===== src/rtl/smo_pkg.sv =====
package smo_pkg;
  typedef enum logic [1:0] {
    OP_READ   = 2'd0,
    OP_WRITE  = 2'd1,
    OP_ATOMIC = 2'd2,
    OP_RSVD   = 2'd3
  } op_kind_e;
endpackage


===== src/rtl/smo_alloc.sv =====
module smo_alloc #(
  parameter int N_ENT = 16,
  localparam int IDX_W = $clog2(N_ENT)
) (
  input  logic [N_ENT-1:0] used_i,
  output logic             free_o,
  output logic [IDX_W-1:0] idx_o
);
  always_comb begin
    idx_o = '0;
    for (int i = N_ENT - 1; i >= 0; i--) begin
      if (!used_i[i]) idx_o = IDX_W'(i);
    end
  end
  assign free_o = ~&used_i;
endmodule


===== src/rtl/smo_dep.sv =====
module smo_dep #(
  parameter int N_ENT  = 16,
  parameter int LOC_W  = 2,
  parameter int ADDR_W = 3
) (
  input  logic [N_ENT-1:0]             pend_i,
  input  logic [N_ENT-1:0][LOC_W-1:0]  loc_i,
  input  logic [N_ENT-1:0]             atom_i,
  input  logic [N_ENT-1:0][ADDR_W-1:0] addr_i,
  input  logic [LOC_W-1:0]             new_loc_i,
  input  logic                         new_atom_i,
  input  logic [ADDR_W-1:0]            new_addr_i,
  output logic [N_ENT-1:0]             dep_o
);
  for (genvar g = 0; g < N_ENT; g++) begin : g_ent
    logic same_loc, atom_pair;
    assign same_loc  = loc_i[g] == new_loc_i;
    assign atom_pair = atom_i[g] & new_atom_i & (addr_i[g] == new_addr_i);
    assign dep_o[g]  = pend_i[g] & (same_loc | atom_pair);
  end
endmodule


===== src/rtl/smo_mem.sv =====
module smo_mem #(
  parameter int ADDR_W = 3,
  parameter int DATA_W = 8,
  localparam int DEPTH = 1 << ADDR_W
) (
  input  logic              clk_i,
  input  logic              rst_ni,
  input  logic [ADDR_W-1:0] addr_i,
  output logic [DATA_W-1:0] rd_data_o,
  input  logic              we_i,
  input  logic [DATA_W-1:0] wr_data_i
);
  logic [DEPTH-1:0][DATA_W-1:0] mem_q;

  assign rd_data_o = mem_q[addr_i];

  always_ff @(posedge clk_i or negedge rst_ni) begin
    if (!rst_ni) mem_q <= '0;
    else if (we_i) mem_q[addr_i] <= wr_data_i;
  end
endmodule


===== src/rtl/smo_serializer.sv =====
module smo_serializer
  import smo_pkg::*;
#(
  parameter int N_STAMPS = 16,
  parameter int LOC_W    = 2,
  parameter int ADDR_W   = 3,
  parameter int DATA_W   = 8,
  localparam int IDX_W   = $clog2(N_STAMPS)
) (
  input  logic              clk_i,
  input  logic              rst_ni,
  input  logic              create_valid_i,
  output logic              create_ready_o,
  input  logic [LOC_W-1:0]  create_loc_i,
  input  logic [1:0]        create_kind_i,
  input  logic [ADDR_W-1:0] create_addr_i,
  input  logic [DATA_W-1:0] create_data_i,
  output logic [IDX_W-1:0]  create_stamp_o,
  input  logic              commit_valid_i,
  output logic              commit_ready_o,
  input  logic [IDX_W-1:0]  commit_stamp_i,
  input  logic              eval_valid_i,
  output logic              eval_ready_o,
  input  logic [IDX_W-1:0]  eval_stamp_i,
  output logic              eval_rsp_valid_o,
  output logic [DATA_W-1:0] eval_rsp_data_o,
  input  logic              release_valid_i,
  output logic              release_ready_o,
  input  logic [IDX_W-1:0]  release_stamp_i,
  output logic              order_err_o,
  output logic              dup_err_o,
  output logic              eval_err_o
);
  logic [N_STAMPS-1:0]               valid_q, committed_q;
  logic [N_STAMPS-1:0][N_STAMPS-1:0] dep_q;
  logic [N_STAMPS-1:0][LOC_W-1:0]    loc_q;
  logic [N_STAMPS-1:0][1:0]          kind_q;
  logic [N_STAMPS-1:0][ADDR_W-1:0]   addr_q;
  logic [N_STAMPS-1:0][DATA_W-1:0]   data_q, result_q;
  logic [N_STAMPS-1:0]               atom_vec, pend_vec, new_dep;

  logic create_fire, c_open, c_ok, c_order, c_state, e_ok, r_ok, mem_we;
  logic [DATA_W-1:0] mem_rd, c_result;
  op_kind_e c_kind;

  assign commit_ready_o  = 1'b1;
  assign eval_ready_o    = 1'b1;
  assign release_ready_o = 1'b1;

  smo_alloc #(.N_ENT(N_STAMPS)) u_alloc (
    .used_i (valid_q),
    .free_o (create_ready_o),
    .idx_o  (create_stamp_o)
  );

  for (genvar g = 0; g < N_STAMPS; g++) begin : g_vec
    assign atom_vec[g] = kind_q[g] == OP_ATOMIC;
    // an entry committing this cycle no longer orders the new one
    assign pend_vec[g] = valid_q[g] & ~committed_q[g] &
                         ~(c_ok && commit_stamp_i == IDX_W'(g));
  end

  smo_dep #(.N_ENT(N_STAMPS), .LOC_W(LOC_W), .ADDR_W(ADDR_W)) u_dep (
    .pend_i     (pend_vec),
    .loc_i      (loc_q),
    .atom_i     (atom_vec),
    .addr_i     (addr_q),
    .new_loc_i  (create_loc_i),
    .new_atom_i (create_kind_i == OP_ATOMIC),
    .new_addr_i (create_addr_i),
    .dep_o      (new_dep)
  );

  assign create_fire = create_valid_i & create_ready_o;

  assign c_kind   = op_kind_e'(kind_q[commit_stamp_i]);
  assign c_open   = valid_q[commit_stamp_i] & ~committed_q[commit_stamp_i];
  assign c_state  = commit_valid_i & ~c_open;
  assign c_order  = commit_valid_i & c_open & (|dep_q[commit_stamp_i]);
  assign c_ok     = commit_valid_i & c_open & ~(|dep_q[commit_stamp_i]);
  assign mem_we   = c_ok & (c_kind == OP_WRITE || c_kind == OP_ATOMIC);
  assign c_result = (c_kind == OP_WRITE) ? data_q[commit_stamp_i] : mem_rd;

  assign e_ok = eval_valid_i & valid_q[eval_stamp_i] & committed_q[eval_stamp_i];
  assign r_ok = release_valid_i & valid_q[release_stamp_i] & committed_q[release_stamp_i];

  smo_mem #(.ADDR_W(ADDR_W), .DATA_W(DATA_W)) u_mem (
    .clk_i     (clk_i),
    .rst_ni    (rst_ni),
    .addr_i    (addr_q[commit_stamp_i]),
    .rd_data_o (mem_rd),
    .we_i      (mem_we),
    .wr_data_i (data_q[commit_stamp_i])
  );

  always_ff @(posedge clk_i or negedge rst_ni) begin
    if (!rst_ni) begin
      valid_q     <= '0;
      committed_q <= '0;
      dep_q       <= '0;
      loc_q       <= '0;
      kind_q      <= '0;
      addr_q      <= '0;
      data_q      <= '0;
      result_q    <= '0;
    end else begin
      if (c_ok) begin
        committed_q[commit_stamp_i] <= 1'b1;
        result_q[commit_stamp_i]    <= c_result;
        for (int i = 0; i < N_STAMPS; i++) dep_q[i][commit_stamp_i] <= 1'b0;
      end
      if (r_ok) begin
        valid_q[release_stamp_i]     <= 1'b0;
        committed_q[release_stamp_i] <= 1'b0;
      end
      if (create_fire) begin
        valid_q[create_stamp_o]     <= 1'b1;
        committed_q[create_stamp_o] <= 1'b0;
        dep_q[create_stamp_o]       <= new_dep;
        loc_q[create_stamp_o]       <= create_loc_i;
        kind_q[create_stamp_o]      <= create_kind_i;
        addr_q[create_stamp_o]      <= create_addr_i;
        data_q[create_stamp_o]      <= create_data_i;
      end
    end
  end

  always_ff @(posedge clk_i or negedge rst_ni) begin
    if (!rst_ni) begin
      order_err_o      <= 1'b0;
      dup_err_o        <= 1'b0;
      eval_err_o       <= 1'b0;
      eval_rsp_valid_o <= 1'b0;
      eval_rsp_data_o  <= '0;
    end else begin
      order_err_o      <= c_order;
      dup_err_o        <= c_state;
      eval_err_o       <= eval_valid_i & ~e_ok;
      eval_rsp_valid_o <= e_ok;
      if (e_ok) eval_rsp_data_o <= result_q[eval_stamp_i];
    end
  end
endmodule


===== config.mk =====
export PLATFORM = sky130hd
export DESIGN_NAME = smo_serializer
export DESIGN_NICKNAME = d
export VERILOG_FILES = /design/src/rtl/smo_pkg.sv /design/src/rtl/smo_alloc.sv /design/src/rtl/smo_dep.sv /design/src/rtl/smo_mem.sv /design/src/rtl/smo_serializer.sv
export SDC_FILE = /design/constraint.sdc
export NUM_CORES = 1
export LEC_CHECK = 0
export BUFFER_PORTS_ARGS = -buffer_cell sky130_fd_sc_hd__clkbuf_2
export CORE_UTILIZATION = 33
export CTS_CLUSTER_DIAMETER = 60
export CTS_CLUSTER_SIZE = 14
export DETAILED_ROUTE_END_ITERATION = 10
export SYNTH_ARGS = -nofsm -noshare
export SYNTH_HDL_FRONTEND = slang
export SYNTH_SLANG_ARGS = --single-unit

===== constraint.sdc =====
create_clock -name clk_i -period 3.5 [get_ports clk_i]
set_clock_uncertainty 0.05 [all_clocks]
set_input_delay 0.7 -clock clk_i [delete_from_list [all_inputs] [get_ports clk_i]]
set_output_delay 0.7 -clock clk_i [all_outputs]
set_load 0.005 [all_outputs]

Word level (Yosys, flattened, before mapping)
Cells that the tools add are included.

Magnitude comparators: 9. Eq/ne operators: 66. Mux-type cells: 73. Bitwise logic cells: 168. Reduce and logical (&&, ||, !) cells: 25.

Operators with widths (number): $mux W256 (2); $and A16 B16 Y16 (19); $bwmux W128 (2); $bwmux W256 (1); $mux W16 (7); $and A1 B1 Y1 (92); $bmux W16 S4 (1); $bmux W8 S4 (2); $bwmux W32 (2); $bwmux W64 (1); $demux W16 S4 (1); $demux W8 S4 (2); $mux W4 (16); $mux W8 (7); $bwmux W48 (1); $eq A3 B3 Y1 (16); $not A16 Y16 (3); $eq A2 B2 Y1 const B (18); $not A1 Y1 (36); $eq A2 B2 Y1 (16); $eq A4 B4 Y1 const B (8); $or A16 B16 Y16 (2); $bmux W1 S4 (6); $bmux W8 S3 (1); 24 further kinds (79).

Register bits after elaboration: 732. Bits of input ports: 33. Output and inout port bits: 20. Logic and storage cells: 452.

Depth between registers and ports, before layout
Depth after elaboration: 23. Gate-level depth with buffers: 16. Gate-level depth less buffers: 8.

Cells and area by module
Synthesis repeated with hierarchy kept, for this count alone.

Cell total of the unflattened synthesis: 3541. Area, all modules: 35255.1 um2.

Modules (own cells, without submodules): smo_serializer (instances 1, cells each 3152, area an instance 30944.7 um2, sequential area each 16716.0 um2); smo_mem (instances 1, cells each 215, area an instance 3049.2 um2, sequential area each 1601.5 um2); smo_dep (instances 1, cells each 140, area an instance 1094.8 um2, sequential area each 0.0 um2); smo_alloc (instances 1, cells each 34, area an instance 166.4 um2, sequential area each 0.0 um2).

Worst setup path after synthesis
OpenSTA, ideal clock, no wires.

Kind: in2reg. Start point: input commit_stamp_i[0]. End point: register result_q[31] (netlist bit). Arrival time: 4451 ps. Data required time: 3322 ps. Setup slack: -1129 ps. Stages: 13. Cell sequence: buf_6 -> buf_4 -> buf_4 -> buf_2 -> buf_1 -> mux4_2 -> mux4_2 -> ha_1 -> clkbuf_1 -> a2111oi_0 -> a2111oi_4 -> buf_6 -> mux2_1.

Longest elaborated chain between the ends: 6. Elaborated cells on any way between the ends: 28.

Ends and longest elaborated chain: start, declared (line smo_serializer.sv:21) `input logic [IDX_W-1:0] commit_stamp_i,`; $bmux W3 S4 or $bmux W1 S4 (tied branches) (line smo_serializer.sv:90, smo_serializer.sv:77); $mux W3 (not written as such) or $mux W1 (tied branches) (line smo_serializer.sv:90, smo_serializer.sv:77); $bmux W8 S3 or $not A1 Y1 (tied branches) (line smo_mem.sv:15, smo_serializer.sv:77); $mux W8 (not written as such) or $and A1 B1 Y1 (tied branches) (line smo_mem.sv:15, smo_serializer.sv:77); $mux W8 or $and A1 B1 Y1 (tied branches) (line smo_serializer.sv:82, smo_serializer.sv:80); $bwmux W128 or $and A1 B1 Y1 (tied branches) (line smo_serializer.sv:109, smo_serializer.sv:80); end signal, assigned by index (line smo_serializer.sv:109) `result_q[commit_stamp_i] <= c_result;`; end, declared (line smo_serializer.sv:39) `logic [N_STAMPS-1:0][DATA_W-1:0] data_q, result_q;`.

Several ways; a longest one is shown, not always the timed one. The select of a mux whose other input is x is not followed. A chain may end at the register's enable or synchronous reset.

Worst setup path after layout
Start point: register valid_q[11]. End point: output create_stamp_o[0].

Longest elaborated chain between the ends: 12.

Ends and longest elaborated chain: start, declared (line smo_serializer.sv:34) `logic [N_STAMPS-1:0] valid_q, committed_q;`; start signal, assigned (line smo_serializer.sv:98) `valid_q <= '0;`; start signal, assigned by index (line smo_serializer.sv:113) `valid_q[release_stamp_i] <= 1'b0;`; start signal, assigned by index (line smo_serializer.sv:117) `valid_q[create_stamp_o] <= 1'b1;`; $mux W4 (12 in series) (line smo_alloc.sv:12) `if (!used_i[i]) idx_o = IDX_W'(i);`; end, declared (line smo_serializer.sv:18) `output logic [IDX_W-1:0] create_stamp_o,`.

No other way between the ends.

==> flow_metrics.py <==
metrics = {
    "layout": {
        "seq_area_um2": 18300,
        "fill_cells": 9954,
        "nets": 3099,
        "area_delta_synth_final_pct": 16.5,
        "drive_above_1_share_pct": 28.0,
        "multi_input_area_um2": 15500,
        "final_cells": 4469,
    },
    "power": {
        "powerDensity_nw_per_um2": 794,
        "pwr-share-clk_pct": 22.3,
        "ir_worst_vdd_mv": 0.503,
        "pwr-share-seq_pct": 40.1,
        "p_int_mw": 20.5,
        "p_comb_share_pct": 37.6,
        "leakage_nw": 18.8,
        "swShare_pct": 35.7,
        "switching_power_mw": 11.4,
    },
    "synth": {
        "syn-cell-area_um2": 34600,
        "synth.avg_cell_area_um2": 11.9,
        "syn_inst": 2915,
        "yosysUniqueCellTypes": 77,
        "async_reset_ff_share_pct": 100,
        "synth_ff_type": "dfrtp_1",
        "ys_seq_area_share_pct": 53.0,
        "ys_ff_latch": 732,
        "synth_edf_count": 0,
        "ys_warn_count": 0,
    },
    "critical_path": {
        "crit_path_frequent_cell": "a21boi_0",
        "rr_worst_depth": 10,
        "crit_family": "compound AO/OA/AOI/OAI gates",
        "critical_path.max_fanout": 7,
        "crit_path_start_kind": "register",
        "cp_slowest_stage_delay_ns": 0.46,
        "path_depth": 7,
        "critPathCaptureType": "output pin",
        "worstPathArrival_ns": 2.63,
        "crit_required_ns": 2.75,
        "critPathBufInv": 2,
        "criticalPathCategory": "register to output pin",
        "worst_path_max_delay_cell": "dfrtp_1",
        "cp_cell_sequence": "nand2b_1 -> a21boi_0 -> o31a_1 -> o221ai_1 -> a21boi_0 -> buf_4 -> clkbuf_2",
    },
    "global_route": {
        "grt_pass1_wl_um": 150000,
        "grt_max_degree": 85,
        "antenna_found_initial": 7,
        "overflow": 0,
        "grt_pass1_vias": 23641,
        "grt_usage_pct": 18.3,
    },
    "timing": {
        "finalSetupViolCount": 0,
        "rsz0062_at_grt": "no",
        "hold_violations": 3,
        "worst_pin_slew_ns": 1.15,
        "period_needed_ns": 3.38,
        "period_share_pct": 96.7,
        "drv_slew": 0,
        "hold_ws_ns": -0.00137,
        "slew_headroom_pct": 22.5,
        "fmax_ghz": 0.296,
    },
    "route": {
        "routed_wl_um": 96500,
        "firstDrtPassIters": 5,
        "via_per_inst": 5.23,
        "ant_nets": 0,
        "num_vias": 23384,
        "drt-initial-drc-count": 1831,
        "drc_errors": 0,
        "wl_per_cell_um": 21.6,
    },
    "floorplan": {
        "row_count": 118,
        "io_pins": 53,
        "dieArea_um2": 106000,
        "die_h_um": 326,
        "die_w_um": 326,
        "initial_utilization_pct": 33.4,
        "core_area_um2": 104000,
    },
    "clock_network": {
        "clk_pin_slew_ns": 0.06,
        "numCtsBuffers": 66,
        "cts_tree": "yes",
        "cts_sinks": 732,
        "clock_latency_ns": 0.64,
        "max-clock-path-buffers": 3,
        "cts_root_buf": "clkbuf_16",
        "cts_htree_levels": 3,
    },
    "run": {
        "cap_violations": 0,
    },
    "outcome": {
        "status": "complete, but fails checks",
        "violations": "negative hold slack",
    },
    "place": {
        "gp_congestion": 0.898,
        "dp_cells": 4377,
        "dpl.hpwl_um": 67000,
        "portBuffers": 49,
    },
    "min_path": {
        "hold_path.class": "primary input to async pin",
    },
}
## flip-flops by register name, indices dropped and copies added (netlist names), 8 cells and up
name / count
committed_q: 16
u_mem.mem_q: 64
loc_q: 32
eval_rsp_data_o: 8
addr_q: 48
dep_q: 256
kind_q: 32
data_q: 128
result_q: 128
valid_q: 16
## repair_timing
action / in CTS / in global routing
hold buffers: 0 / 0
endpoints found under the setup margin: 0 / 56
setup buffers: 0 / 0
gates resized for setup: 0 / 4
## power groups by stage
| stage | registers [mW] | logic [mW] | clock network (mW) |
|---|---|---|---|
| floorplan | 12.3 | 7.73 | 0 |
| global placement | 12.9 | 11.8 | 0 |
| detailed placement | 12.9 | 12.0 | 0 |
| finish | 12.8 | 12.0 | 7.12 |
| global route | 13.1 | 12.9 | 7.60 |
| CTS | 12.8 | 12.0 | 7.30 |
## Yosys cell counts (34+ instances only)
library cell	count	area [µm²]
a21oi_1	110	551
clkbuf_1	168	631
dfrtp_1	732	18300
mux2_2	288	3240
mux2i_1	218	2180
mux4_2	101	2270
nand2_1	199	747
nand3_1	42	210
nor2_1	352	1320
nor3_1	34	170
nor4_1	48	300
o21ai_0	133	666
xor2_1	49	429
## through the flow
stage	total power, mW	TNS, ns	area (µm²)	setup slack [ns]	utilization, %
floorplan	20.1	-11.73	34800	-0.150	-
global placement	24.7	-11.27	38200	-0.213	36.9
detailed placement	24.9	-21.10	38200	-0.227	36.9
CTS	32.1	0	40200	0.122	38.8
global route	33.7	0	40300	0.00369	38.9
finish	32.0	0	40300	0.116	38.9
## worst register-to-register path, stage by stage, from the launching register on
cell	delay [ns]
dfrtp_1	0.38
nor4_1	0.48
nand3_1	0.29
nor3_2	0.34
nor4_4	0.11
a222oi_1	0.42
a21boi_2	0.27
buf_12	0.18
nand4_4	0.11
buf_4	0.20
mux2_4	0.30
## logic make-up after synthesis
logic type,Yosys count,synth area share [%]
multiplexers,637,23.2
AO/OA/AOI/OAI,350,6.18
flip-flops,732,53.0
adder cells (fa/ha/maj),1,0.0362
AND/OR/NAND/NOR,866,12.5
buffers and inverters,248,3.02
XOR/XNOR,80,2.03
other,1,0.0108
## final timing paths
kind	from	to	slack, ns
max in group asynchronous	rst_ni	eval_rsp_data_o[7]	2.33
setup reg to reg	dep_q[224]	u_mem.mem_q[31]	0.23
hold reg to reg	result_q[38]	result_q[38]	0.43
min in group clk_i	eval_valid_i	eval_err_o	0.37
hold / removal	rst_ni	data_q[100]	-0.001
setup / recovery	valid_q[11]	create_stamp_o[0]	0.12
## final cells by class
type / count / area share [%]
multi-input cells: 1937 / 38.4
well taps: 1380 / 4.29
repair buffers: 307 / 6.61
diodes: 3 / 0.0186
clock buffers: 76 / 4.45
inverters: 21 / 0.196
clock inverters: 13 / 0.519
flip-flops and latches: 732 / 45.5
## metal layers
layer	wire, µm	global-route usage (%)	part of all wire (%)	vias up
li1	-	-	-	10641
met1	45100	26.5	47	12028
met2	43300	27.9	45	577
met3	5410	3.37	5.6	130
met4	2530	5.38	2.6	8
met5	43	0	0.045	-
## cells in the final DEF (no fill, tap or decap), types with 15 or more instances in the layout
cell       Yosys  final
nand3_1       42     41
mux4_2       101    101
nor2_1       352    351
nand2b_1      26     25
or4_1         16     16
nor2b_1       18     17
buf_4          8    223
inv_1         20     20
mux2_2       288    281
dfrtp_1      732    732
nor3_1        34     27
buf_12         0     37
xor2_1        49     49
nor4_1        48     48
nor4_2        20     15
clkbuf_16      0     69
nand2_1      199    199
and2_1        24     21
o21ai_0      133    133
mux2_1        30     26
a21oi_1      110    110
mux2i_1      218    218
xnor2_1       31     31
clkbuf_2       0     46
No activity file was read; power rests on OpenSTA's default activity.
